$ cat src/rtl/kseq_wdog_pkg.sv
package kseq_wdog_pkg;
  localparam int unsigned DATA_W = 32;
  localparam logic [DATA_W-1:0] KEY_ARM  = 32'h0000_556C;
  localparam logic [DATA_W-1:0] KEY_FIRE = 32'h0000_AA39;

  typedef enum logic {
    SVC_IDLE  = 1'b0,
    SVC_ARMED = 1'b1
  } svc_state_e;
endpackage

$ cat src/rtl/kseq_wdog_cfg.sv
module kseq_wdog_cfg #(
  parameter int unsigned CNT_W   = 16,
  parameter logic [CNT_W-1:0] RST_TMO = '1,
  localparam int unsigned CFG_W  = CNT_W + 3
) (
  input  logic             clk,
  input  logic             rst_n,
  input  logic             wr_stb,
  input  logic [CFG_W-1:0] wr_bits,
  output logic             en,
  output logic             act_nmi,
  output logic             pre_en,
  output logic [CNT_W-1:0] tmo,
  output logic             locked,
  output logic             load
);
  localparam int unsigned PRE_BIT = CNT_W;
  localparam int unsigned ACT_BIT = CNT_W + 1;
  localparam int unsigned EN_BIT  = CNT_W + 2;

  assign load = wr_stb && !locked;

  always_ff @(posedge clk) begin
    if (!rst_n) begin
      en      <= 1'b1;
      act_nmi <= 1'b0;
      pre_en  <= 1'b1;
      tmo     <= RST_TMO;
      locked  <= 1'b0;
    end else if (load) begin
      en      <= wr_bits[EN_BIT];
      act_nmi <= wr_bits[ACT_BIT];
      pre_en  <= wr_bits[PRE_BIT];
      tmo     <= wr_bits[CNT_W-1:0];
      locked  <= 1'b1;
    end
  end
endmodule

$ cat src/rtl/kseq_wdog_svc.sv
module kseq_wdog_svc
  import kseq_wdog_pkg::*;
(
  input  logic              clk,
  input  logic              rst_n,
  input  logic              svc_wr,
  input  logic [DATA_W-1:0] svc_data,
  output logic              armed,
  output logic              svc_reload
);
  svc_state_e state_q, state_d;

  always_comb begin
    state_d    = state_q;
    svc_reload = 1'b0;
    if (svc_wr) begin
      unique case (state_q)
        SVC_IDLE:  state_d = (svc_data == KEY_ARM) ? SVC_ARMED : SVC_IDLE;
        SVC_ARMED: begin
          state_d    = SVC_IDLE;
          svc_reload = (svc_data == KEY_FIRE);
        end
        default:   state_d = SVC_IDLE;
      endcase
    end
  end

  always_ff @(posedge clk) begin
    if (!rst_n) state_q <= SVC_IDLE;
    else        state_q <= state_d;
  end

  assign armed = (state_q == SVC_ARMED);
endmodule

$ cat src/rtl/kseq_wdog_cnt.sv
module kseq_wdog_cnt #(
  parameter int unsigned CNT_W   = 16,
  parameter int unsigned PRE_DIV = 2048,
  parameter logic [CNT_W-1:0] RST_TMO = '1,
  localparam int unsigned PRE_W  = (PRE_DIV > 1) ? $clog2(PRE_DIV) : 1
) (
  input  logic             clk,
  input  logic             rst_n,
  input  logic             en,
  input  logic             pre_en,
  input  logic             act_nmi,
  input  logic [CNT_W-1:0] tmo,
  input  logic             reload,
  input  logic [CNT_W-1:0] reload_val,
  output logic             rst_req,
  output logic             nmi_req
);
  logic             pre_hit;
  logic             tick;
  logic [CNT_W-1:0] cnt;

  generate
    if (PRE_DIV > 1) begin : g_pre
      localparam logic [PRE_W-1:0] PRE_TOP = PRE_W'(PRE_DIV - 1);
      logic [PRE_W-1:0] pcnt;
      always_ff @(posedge clk) begin
        if (!rst_n)                          pcnt <= '0;
        else if (!en || reload || !pre_en)   pcnt <= '0;
        else if (pcnt == PRE_TOP)            pcnt <= '0;
        else                                 pcnt <= pcnt + 1'b1;
      end
      assign pre_hit = (pcnt == PRE_TOP);
    end else begin : g_nopre
      assign pre_hit = 1'b1;
    end
  endgenerate

  assign tick = !pre_en || pre_hit;

  always_ff @(posedge clk) begin
    if (!rst_n) begin
      cnt     <= RST_TMO;
      rst_req <= 1'b0;
      nmi_req <= 1'b0;
    end else begin
      rst_req <= 1'b0;
      nmi_req <= 1'b0;
      if (!en || reload) begin
        cnt <= reload_val;
      end else if (tick) begin
        if (cnt == '0) begin
          cnt     <= tmo;
          rst_req <= !act_nmi;
          nmi_req <= act_nmi;
        end else begin
          cnt <= cnt - 1'b1;
        end
      end
    end
  end
endmodule

$ cat src/rtl/kseq_wdog.sv
module kseq_wdog
  import kseq_wdog_pkg::*;
#(
  parameter int unsigned CNT_W   = 16,
  parameter int unsigned PRE_DIV = 2048,
  parameter logic [CNT_W-1:0] RST_TMO = '1,
  localparam int unsigned CFG_W  = CNT_W + 3
) (
  input  logic              clk,
  input  logic              rst_n,
  input  logic              wr_en,
  input  logic              wr_addr,
  input  logic [DATA_W-1:0] wr_data,
  output logic              rst_req,
  output logic              nmi_req
);
  logic             en, act_nmi, pre_en, locked, cfg_load;
  logic [CNT_W-1:0] tmo, reload_val;
  logic             armed, svc_reload, reload;

  kseq_wdog_cfg #(.CNT_W(CNT_W), .RST_TMO(RST_TMO)) u_cfg (
    .clk(clk), .rst_n(rst_n),
    .wr_stb(wr_en && !wr_addr), .wr_bits(wr_data[CFG_W-1:0]),
    .en(en), .act_nmi(act_nmi), .pre_en(pre_en), .tmo(tmo),
    .locked(locked), .load(cfg_load)
  );

  kseq_wdog_svc u_svc (
    .clk(clk), .rst_n(rst_n),
    .svc_wr(wr_en && wr_addr), .svc_data(wr_data),
    .armed(armed), .svc_reload(svc_reload)
  );

  assign reload     = cfg_load || svc_reload;
  assign reload_val = cfg_load ? wr_data[CNT_W-1:0] : tmo;

  kseq_wdog_cnt #(.CNT_W(CNT_W), .PRE_DIV(PRE_DIV), .RST_TMO(RST_TMO)) u_cnt (
    .clk(clk), .rst_n(rst_n),
    .en(en), .pre_en(pre_en), .act_nmi(act_nmi), .tmo(tmo),
    .reload(reload), .reload_val(reload_val),
    .rst_req(rst_req), .nmi_req(nmi_req)
  );
endmodule

$ cat config.mk
export PLATFORM = sky130hd
export DESIGN_NAME = kseq_wdog
export DESIGN_NICKNAME = d
export VERILOG_FILES = /design/src/rtl/kseq_wdog_pkg.sv /design/src/rtl/kseq_wdog_cfg.sv /design/src/rtl/kseq_wdog_svc.sv /design/src/rtl/kseq_wdog_cnt.sv /design/src/rtl/kseq_wdog.sv
export SDC_FILE = /design/constraint.sdc
export NUM_CORES = 1
export LEC_CHECK = 0
export BUFFER_PORTS_ARGS = -buffer_cell sky130_fd_sc_hd__buf_4
export CELL_PAD_IN_SITES_DETAIL_PLACEMENT = 1
export CELL_PAD_IN_SITES_GLOBAL_PLACEMENT = 2
export CORE_MARGIN = 2
export CORE_UTILIZATION = 36
export DETAILED_ROUTE_END_ITERATION = 6
export PLACE_DENSITY_LB_ADDON = 0.1
export SYNTH_ARGS = -nofsm -noshare
export SYNTH_HDL_FRONTEND = slang
export SYNTH_SLANG_ARGS = --single-unit
$ cat constraint.sdc
create_clock -name clk -period 4.3 [get_ports clk]
set_input_delay 0.86 -clock clk [delete_from_list [all_inputs] [get_ports clk]]
set_output_delay 0.86 -clock clk [all_outputs]
set_load 0.05 [all_outputs]
==> flow_metrics.env, run 1 <==
export IMPL_num_nets_final=384
export IMPL_synth_simple_area_share_pct=28.6
export IMPL_setup_slack_reg_to_reg_ps=1620
export IMPL_first_iter_violations=91
export IMPL_worst_pin_slew_ps=934
export IMPL_cp_data_arrival_time_ps=2940
export IMPL_synth_compound_gate_area_share_pct=19.1
export IMPL_htree_levels=2
export IMPL_worst_path_max_fanout=17
export IMPL_placementRows=30
export IMPL_placement_io_buffers=37
export IMPL_postCtsSetupBuffers=0
export IMPL_globalRouteTotalUtil_pct=20.7
export IMPL_post_cts_resize_count=0
export IMPL_worst_hold_path_type="flop to flop"
export IMPL_antenna_violations_before_repair=0
export IMPL_grt_overflow_total=0
export IMPL_wire_per_inst_um=16.7
export IMPL_pin_count=38
export IMPL_min_to="u_cnt.nmi_req"
export IMPL_max_clock_freq_mhz=371
export IMPL_largest_net_degree_at_the_start_of_global_routing=38
export IMPL_floorplan_die_height_um=88.5
export IMPL_via_count=2405
export IMPL_crit_required_ps=4550
export IMPL_coreArea_mm2=0.00683
export IMPL_hp_start="u_cfg.act_nmi"
export IMPL_synth_seq_area_share_pct=39.0
export IMPL_crit_end_category="flop"
export IMPL_holdPathStages=2
export IMPL_slew_limit_headroom_pct=37.7
export IMPL_fillCellCount=861
export IMPL_syn_inst=316
export IMPL_synthesis_nets=355
export IMPL_finalInstanceArea_mm2=0.00299
export IMPL_number_of_storage_elements_in_the_synthesis_netlist=50
export IMPL_insertedDiodeCount=0
export IMPL_post_synthesis_xor_xnor_area_fraction_pct=3.41
export IMPL_cts_hold_fix_buffers=0
export IMPL_post_synth_instance_area_mm2=0.00257
export IMPL_synth_top_family_by_area="simple AND/OR/NAND/NOR gates"
export IMPL_ys_top_cells_by_area="sky130_fd_sc_hd__dfxtp_1, sky130_fd_sc_hd__nand2_1, sky130_fd_sc_hd__nor2_1"
export IMPL_final_min_period_over_clock_period_pct=62.7
export IMPL_drt_pass1_iterations=5
export IMPL_muxShareOfSynthArea_pct=2.39
export IMPL_skew_ps=6.29
export IMPL_r2r_start="u_cnt.cnt[10]"
export IMPL_combinationalPowerShare_pct=15.1
export IMPL_post_synth_num_cell_types=56
export IMPL_synth_avg_cell_area_um2=8.13
export IMPL_final_layout_size_suffix_gt1_share_pct=17.3
export IMPL_switchingPower_mw=0.285
export IMPL_root_buffer="sky130_fd_sc_hd__clkbuf_8"
export IMPL_run_status="finished, final reports clean"
export IMPL_place_congestion=0.745
export IMPL_drtAntennaViolNets=0
export IMPL_drc=0
export IMPL_max_cap_violations=0
export IMPL_period_needed_ps=2700
export IMPL_crit_type="primary input to flop"
export IMPL_timing_final_max_slew_violations=0
export IMPL_postSynth_topFlopCell="sky130_fd_sc_hd__dfxtp_1"
export IMPL_placed_cell_area_mm2=0.00289
export IMPL_p_leak_nw=1.17
export IMPL_first_pass_grt_wire_length_mm=12.5
export IMPL_share_seq_of_total_power_pct=54.0
export IMPL_skew_pair_late_insertion_delay_ps=310
export IMPL_timing_rr_end="u_cnt.cnt[7]"
export IMPL_tritoncts="done"
export IMPL_synth_edf_count=0
export IMPL_worst_setup_sp_type="primary input"
export IMPL_worst_setup_hold_path_clk_slew_ps=100
export IMPL_ctsLongestPathBuffers=2
export IMPL_die_area_mm2=0.00783
export IMPL_die_extent_in_x_um=88.5
export IMPL_intPower_mw=0.677
export IMPL_route_final_wire_length_mm=7.39
export IMPL_yosys_area_top_type_share_pct=39.0
export IMPL_worst_r2r_path_depth=6
export IMPL_setup_total_negative_slack_ps=0
export IMPL_cts_buffers=5
export IMPL_power_per_cell_area_mw_per_mm2=322
export IMPL_vdd_ir_drop_max_v=0.000107
export IMPL_finalSetupViolCount=0
export IMPL_initial_utilization_pct=37.6
export IMPL_p_clk_share_pct=30.9
export IMPL_sw_frac_of_total_pct=29.6
export IMPL_dp_hpwl_mm=5.37
export IMPL_flow_area_growth_from_synthesis_pct=16.3
export IMPL_synth_top_cell_by_area="sky130_fd_sc_hd__dfxtp_1"
export IMPL_post_synth_fa_ha_maj_area_fraction_pct=1.46
export IMPL_routed_via_density=5.44
export IMPL_synth_async_reset_ratio_pct=0
export IMPL_grt_pass1_vias=2528
export IMPL_ys_warn_count=0
export IMPL_rsz0062_at_grt="false"
export IMPL_hold_viol_final=0
export IMPL_cts_num_sinks=50
cells by family after synthesis:
group                      count (synthesis)
and+or+nand+nor                          150
AOI/OAI and AO/OA                         66
DFF                                       50
buffers and inverters                     31
xor gates and xnor gates                  10
muxes                                      6
adders and majority gates                  3
registers in the layout, indices dropped and copies added, names as in the netlist:
signal	cells
u_cfg.tmo	16
u_cnt.cnt	16
u_cnt.g_pre.pcnt	11
u_cfg.act_nmi	1
u_cfg.en	1
u_cfg.locked	1
u_cfg.pre_en	1
u_cnt.nmi_req	1
u_cnt.rst_req	1
u_svc.armed	1
per-layer routing:
layer	GRT usage [%]	part of all wire (%)	wire length, um
met3	4.48	4.6	337
met1	26.6	47	3490
met2	33.9	46	3420
met4	7.85	1.9	143
met5	0	0	0
cells in the mapped netlist, drive strengths merged, types with 2 or more instances:
cell type  instances
nor2b              4
o211ai            12
o22a               3
o221ai             4
o21a               6
ha                 3
a31oi              5
clkbuf            14
nand3             19
a41oi              6
xor2               2
or4bb              2
or4                4
nand3b             2
a21oi             10
inv               12
or2                2
nor4               7
nor2              41
a21boi             3
nor4bb             2
nand2             44
o21ai              7
mux2i              5
xnor2              8
nand4              5
or3                2
buf                5
nor3               8
dfxtp             50
a2bb2oi            2
o32a               2
or3b               2
critical path, cell delays in order:
cell	delay [ps]
sky130_fd_sc_hd__buf_4	110
sky130_fd_sc_hd__or3b_2	500
sky130_fd_sc_hd__nand2_1	170
sky130_fd_sc_hd__a31oi_2	570
sky130_fd_sc_hd__nand3_1	510
sky130_fd_sc_hd__nor2_1	220
worst max path at each step:
stage / start / to / slack, ps / cells after the start
after floorplan: wr_data[2] / u_cnt.cnt[0] / 1740 / 6
after global placement: wr_data[2] / u_cnt.g_pre.pcnt[4] / 1310 / 6
after detailed placement: wr_en / u_cnt.g_pre.pcnt[8] / 1180 / 6
after CTS: wr_en / u_cnt.g_pre.pcnt[8] / 1520 / 6
after global routing: wr_en / u_cnt.g_pre.pcnt[5] / 1310 / 6
final: wr_en / u_cnt.g_pre.pcnt[8] / 1600 / 6
layout by cell type, fill, tap and decap left out, drive strengths merged, types with 3 or more instances in the layout:
| cell | Yosys | layout |
|---|---|---|
| o221ai | 4 | 4 |
| nor4 | 7 | 7 |
| ha | 3 | 3 |
| nor2 | 41 | 41 |
| a41oi | 6 | 6 |
| buf | 5 | 41 |
| nand2 | 44 | 44 |
| clkbuf | 14 | 5 |
| o22a | 3 | 3 |
| o21ai | 7 | 7 |
| a21boi | 3 | 3 |
| nand4 | 5 | 5 |
| dfxtp | 50 | 50 |
| inv | 12 | 13 |
| nand3 | 19 | 19 |
| mux2i | 5 | 5 |
| nor3 | 8 | 8 |
| or4 | 4 | 4 |
| a21oi | 10 | 10 |
| xnor2 | 8 | 8 |
| o21a | 6 | 6 |
| a31oi | 5 | 5 |
| o211ai | 12 | 12 |
| nor2b | 4 | 4 |
power groups by stage:
stage | clock (mW) | sequential (mW) | combinational [mW]
finish | 0.297 | 0.519 | 0.145
global placement | 0 | 0.529 | 0.143
CTS | 0.306 | 0.519 | 0.147
detailed placement | 0 | 0.529 | 0.147
global route | 0.326 | 0.524 | 0.164
floorplan | 0 | 0.520 | 0.0907
through the flow:
stage | utilization, % | cells | setup WS (ps) | power, mW | hold slack [ps]
after detailed placement | 42.4 | 434 | 1180 | 0.676 | 450
after global routing | 43.7 | 442 | 1310 | 1.01 | 504
final | 43.7 | 442 | 1600 | 0.961 | 460
after CTS | 43.7 | 442 | 1520 | 0.972 | 466
after global placement | 42.4 | 434 | 1310 | 0.672 | 435
after floorplan | - | 316 | 1740 | 0.611 | 413
area by class of cell:
type | count | area [um^2] | area share [%]
well taps | 96 | 120 | 4.02
inverters | 12 | 45.0 | 1.51
repair buffers | 41 | 308 | 10.3
flip-flops and latches | 50 | 1000 | 33.5
clock buffers | 5 | 68.8 | 2.30
multi-input cells | 235 | 1420 | 47.5
clock inverters | 3 | 25.0 | 0.838
No activity file was read; power rests on OpenSTA's default activity.
==> run 2: changes to the inputs <==
--- a/config.mk
+++ b/config.mk
@@ -9,7 +9,7 @@
 export CELL_PAD_IN_SITES_DETAIL_PLACEMENT = 1
 export CELL_PAD_IN_SITES_GLOBAL_PLACEMENT = 2
 export CORE_MARGIN = 2
-export CORE_UTILIZATION = 36
+export CORE_UTILIZATION = 30
 export DETAILED_ROUTE_END_ITERATION = 6
 export PLACE_DENSITY_LB_ADDON = 0.1
 export SYNTH_ARGS = -nofsm -noshare
==> constraint.sdc (replaced) <==
create_clock -name clk -period 2.2 [get_ports clk]
set_input_delay 0.44 -clock clk [delete_from_list [all_inputs] [get_ports clk]]
set_output_delay 0.44 -clock clk [all_outputs]
set_load 0.05 [all_outputs]
==> run 2 against run 1 <==
Effect of this change:
- design area increased by 18%
- wire length increased by 11%
- final cell count increased by 12%
- flip-flop and latch count unchanged
- total power up 120%
- worst hold slack worse by 110 ps
- die area increased by 19%
- global-route usage down 2.2 points
- clock power up 130%
- first-iteration DRC count down 29%
- sequential share of layout area down 5.0 points
- core utilization fell by 1.1 points
- critical endpoint is now u_cnt.cnt[14]
==> flow_metrics.env, run 2 (same netlist as run 1, synthesis figures left out) <==
export IMPL_run_status="finished, final reports clean"
export IMPL_num_nets_final=430
export IMPL_power_per_cell_area_mw_per_mm2=588
export IMPL_skew_ps=12.6
export IMPL_worst_hold_path_type="primary input to flop"
export IMPL_insertedDiodeCount=0
export IMPL_largest_net_degree_at_the_start_of_global_routing=26
export IMPL_finalPower_mw=2.07
export IMPL_p_leak_nw=1.45
export IMPL_setup_total_negative_slack_ps=0
export IMPL_worst_pin_slew_ps=485
export IMPL_mostFrequentLayoutCells="sky130_fd_sc_hd__buf_4, sky130_fd_sc_hd__dfxtp_1, sky130_fd_sc_hd__nand2_1"
export IMPL_grt_pass1_vias=2642
export IMPL_tritoncts="done"
export IMPL_routed_via_density=5.15
export IMPL_wire_per_inst_um=16.5
export IMPL_cts_buffers=5
export IMPL_htree_levels=2
export IMPL_globalRouteTotalUtil_pct=18.5
export IMPL_initial_utilization_pct=31.1
export IMPL_hold_viol_final=0
export IMPL_timing_final_max_slew_violations=0
export IMPL_root_buffer="sky130_fd_sc_hd__clkbuf_8"
export IMPL_die_area_mm2=0.00932
export IMPL_flow_area_growth_from_synthesis_pct=37.2
export IMPL_period_needed_ps=2160
export IMPL_ctsLongestPathBuffers=2
export IMPL_placement_io_buffers=37
export IMPL_crit_end_category="flop"
export IMPL_slew_limit_headroom_pct=67.5
export IMPL_worst_setup_hold_path_clk_slew_ps=100
export IMPL_finalSetupViolCount=0
export IMPL_final_layout_size_suffix_gt1_share_pct=31.4
export IMPL_skew_pair_late_insertion_delay_ps=310
export IMPL_crit_required_ps=2450
export IMPL_crit_type="flop to flop"
export IMPL_antenna_violations_before_repair=0
export IMPL_drc=0
export IMPL_pin_count=38
export IMPL_route_final_wire_length_mm=8.20
export IMPL_vdd_ir_drop_max_v=0.000211
export IMPL_fillCellCount=1003
export IMPL_max_clock_freq_mhz=462
export IMPL_layout_top_registers="u_cfg.tmo (16), u_cnt.cnt (16), u_cnt.g_pre.pcnt (11)"
export IMPL_die_extent_in_x_um=96.5
export IMPL_placementRows=33
export IMPL_via_count=2561
export IMPL_coreArea_mm2=0.00826
export IMPL_first_iter_violations=65
export IMPL_drt_pass1_iterations=4
export IMPL_final_min_period_over_clock_period_pct=98.3
export IMPL_floorplan_die_height_um=96.5
export IMPL_place_congestion=0.810
export IMPL_layout_cells_most_common="sky130_fd_sc_hd__buf_4"
export IMPL_cp_data_arrival_time_ps=2410
export IMPL_grt_overflow_total=0
export IMPL_worst_path_max_fanout=3
export IMPL_drtAntennaViolNets=0
export IMPL_cts_hold_fix_buffers=0
export IMPL_max_cap_violations=0
export IMPL_first_pass_grt_wire_length_mm=13.1
export IMPL_rsz0062_at_grt="true"
export IMPL_dp_hpwl_mm=6.18
export IMPL_worst_setup_sp_type="flop"
export IMPL_cts_num_sinks=50
## run 2: cell count changes in the layout (fill, tap and decap cells not counted), sizes merged
cell,delta
or2,+1
clkbuf,+1
clkinv,-1
buf,+45
bufinv,+1
inv,-1
## run 2: worst paths after layout
check / from / to / slack, ps / depth (start not counted)
worst max-delay path: u_cnt.cnt[0] / u_cnt.cnt[14] / 40 / 8
worst min-delay path: wr_data[16] / u_cfg.pre_en / 350 / 3
worst max register to register: u_cnt.cnt[0] / u_cnt.cnt[14] / 40 / 8
worst min register to register: u_cfg.act_nmi / u_cnt.rst_req / 450 / 1
## run 2: repair_timing
| item | 4_1_cts | 5_1_grt |
|---|---|---|
| resized for setup | 8 | 19 |
| pin swaps | 1 | 8 |
| endpoints found under the setup margin | 6 | 9 |
| buffers inserted | 0 | 2 |
| gates cloned | 0 | 1 |
## run 2: metrics by stage
step           util, %  cell area [um^2]  hold slack (ps)  cells  setup WS, ps
6_report          42.7              3520              354    497          36.7
5_1_grt           42.7              3520              353    497         -49.7
4_1_cts           41.3              3410              342    494          10.1
3_5_place_dp      39.9              3290              432    487          -136
3_3_place_gp      39.9              3290              429    487         -89.7
2_1_floorplan        -              2570              413    316          20.6
## run 2: layer usage
layer	GRT usage [%]	routed length [um]	up-vias	share of wire, %
met2	33.7	4240	30	52
met1	23.2	3690	1237	45
met5	0	0	-	0
li1	-	-	1287	-
met3	2.33	194	7	2.4
met4	3.87	75	0	0.91
## run 2: final cells by class
| class | instances | area (um^2) | area share, % |
|---|---|---|---|
| multi-input cells | 236 | 1540 | 43.6 |
| flip-flops and latches | 50 | 1000 | 28.5 |
| repair buffers | 86 | 699 | 19.8 |
| well taps | 105 | 131 | 3.73 |
| clock buffers | 6 | 72.6 | 2.06 |
| inverters | 12 | 45.0 | 1.28 |
| clock inverters | 2 | 37.5 | 1.06 |
## run 2: power breakdown
| group | total [mW] | switching, mW | leakage [nW] | internal [mW] |
|---|---|---|---|---|
| clock network | 0.673 | 0.333 | 0.0514 | 0.340 |
| logic | 0.394 | 0.196 | 0.987 | 0.197 |
| registers | 1.00 | 0.0427 | 0.409 | 0.961 |
| total | 2.07 | 0.572 | 1.45 | 1.50 |
## run 2: critical path: stages, from the launching register on
cell,delay (ps)
sky130_fd_sc_hd__dfxtp_2,340
sky130_fd_sc_hd__inv_2,80
sky130_fd_sc_hd__ha_4,130
sky130_fd_sc_hd__or4b_4,490
sky130_fd_sc_hd__or4_4,480
sky130_fd_sc_hd__nor2_4,120
sky130_fd_sc_hd__xnor2_2,70
sky130_fd_sc_hd__a211o_1,290
sky130_fd_sc_hd__a21oi_1,110
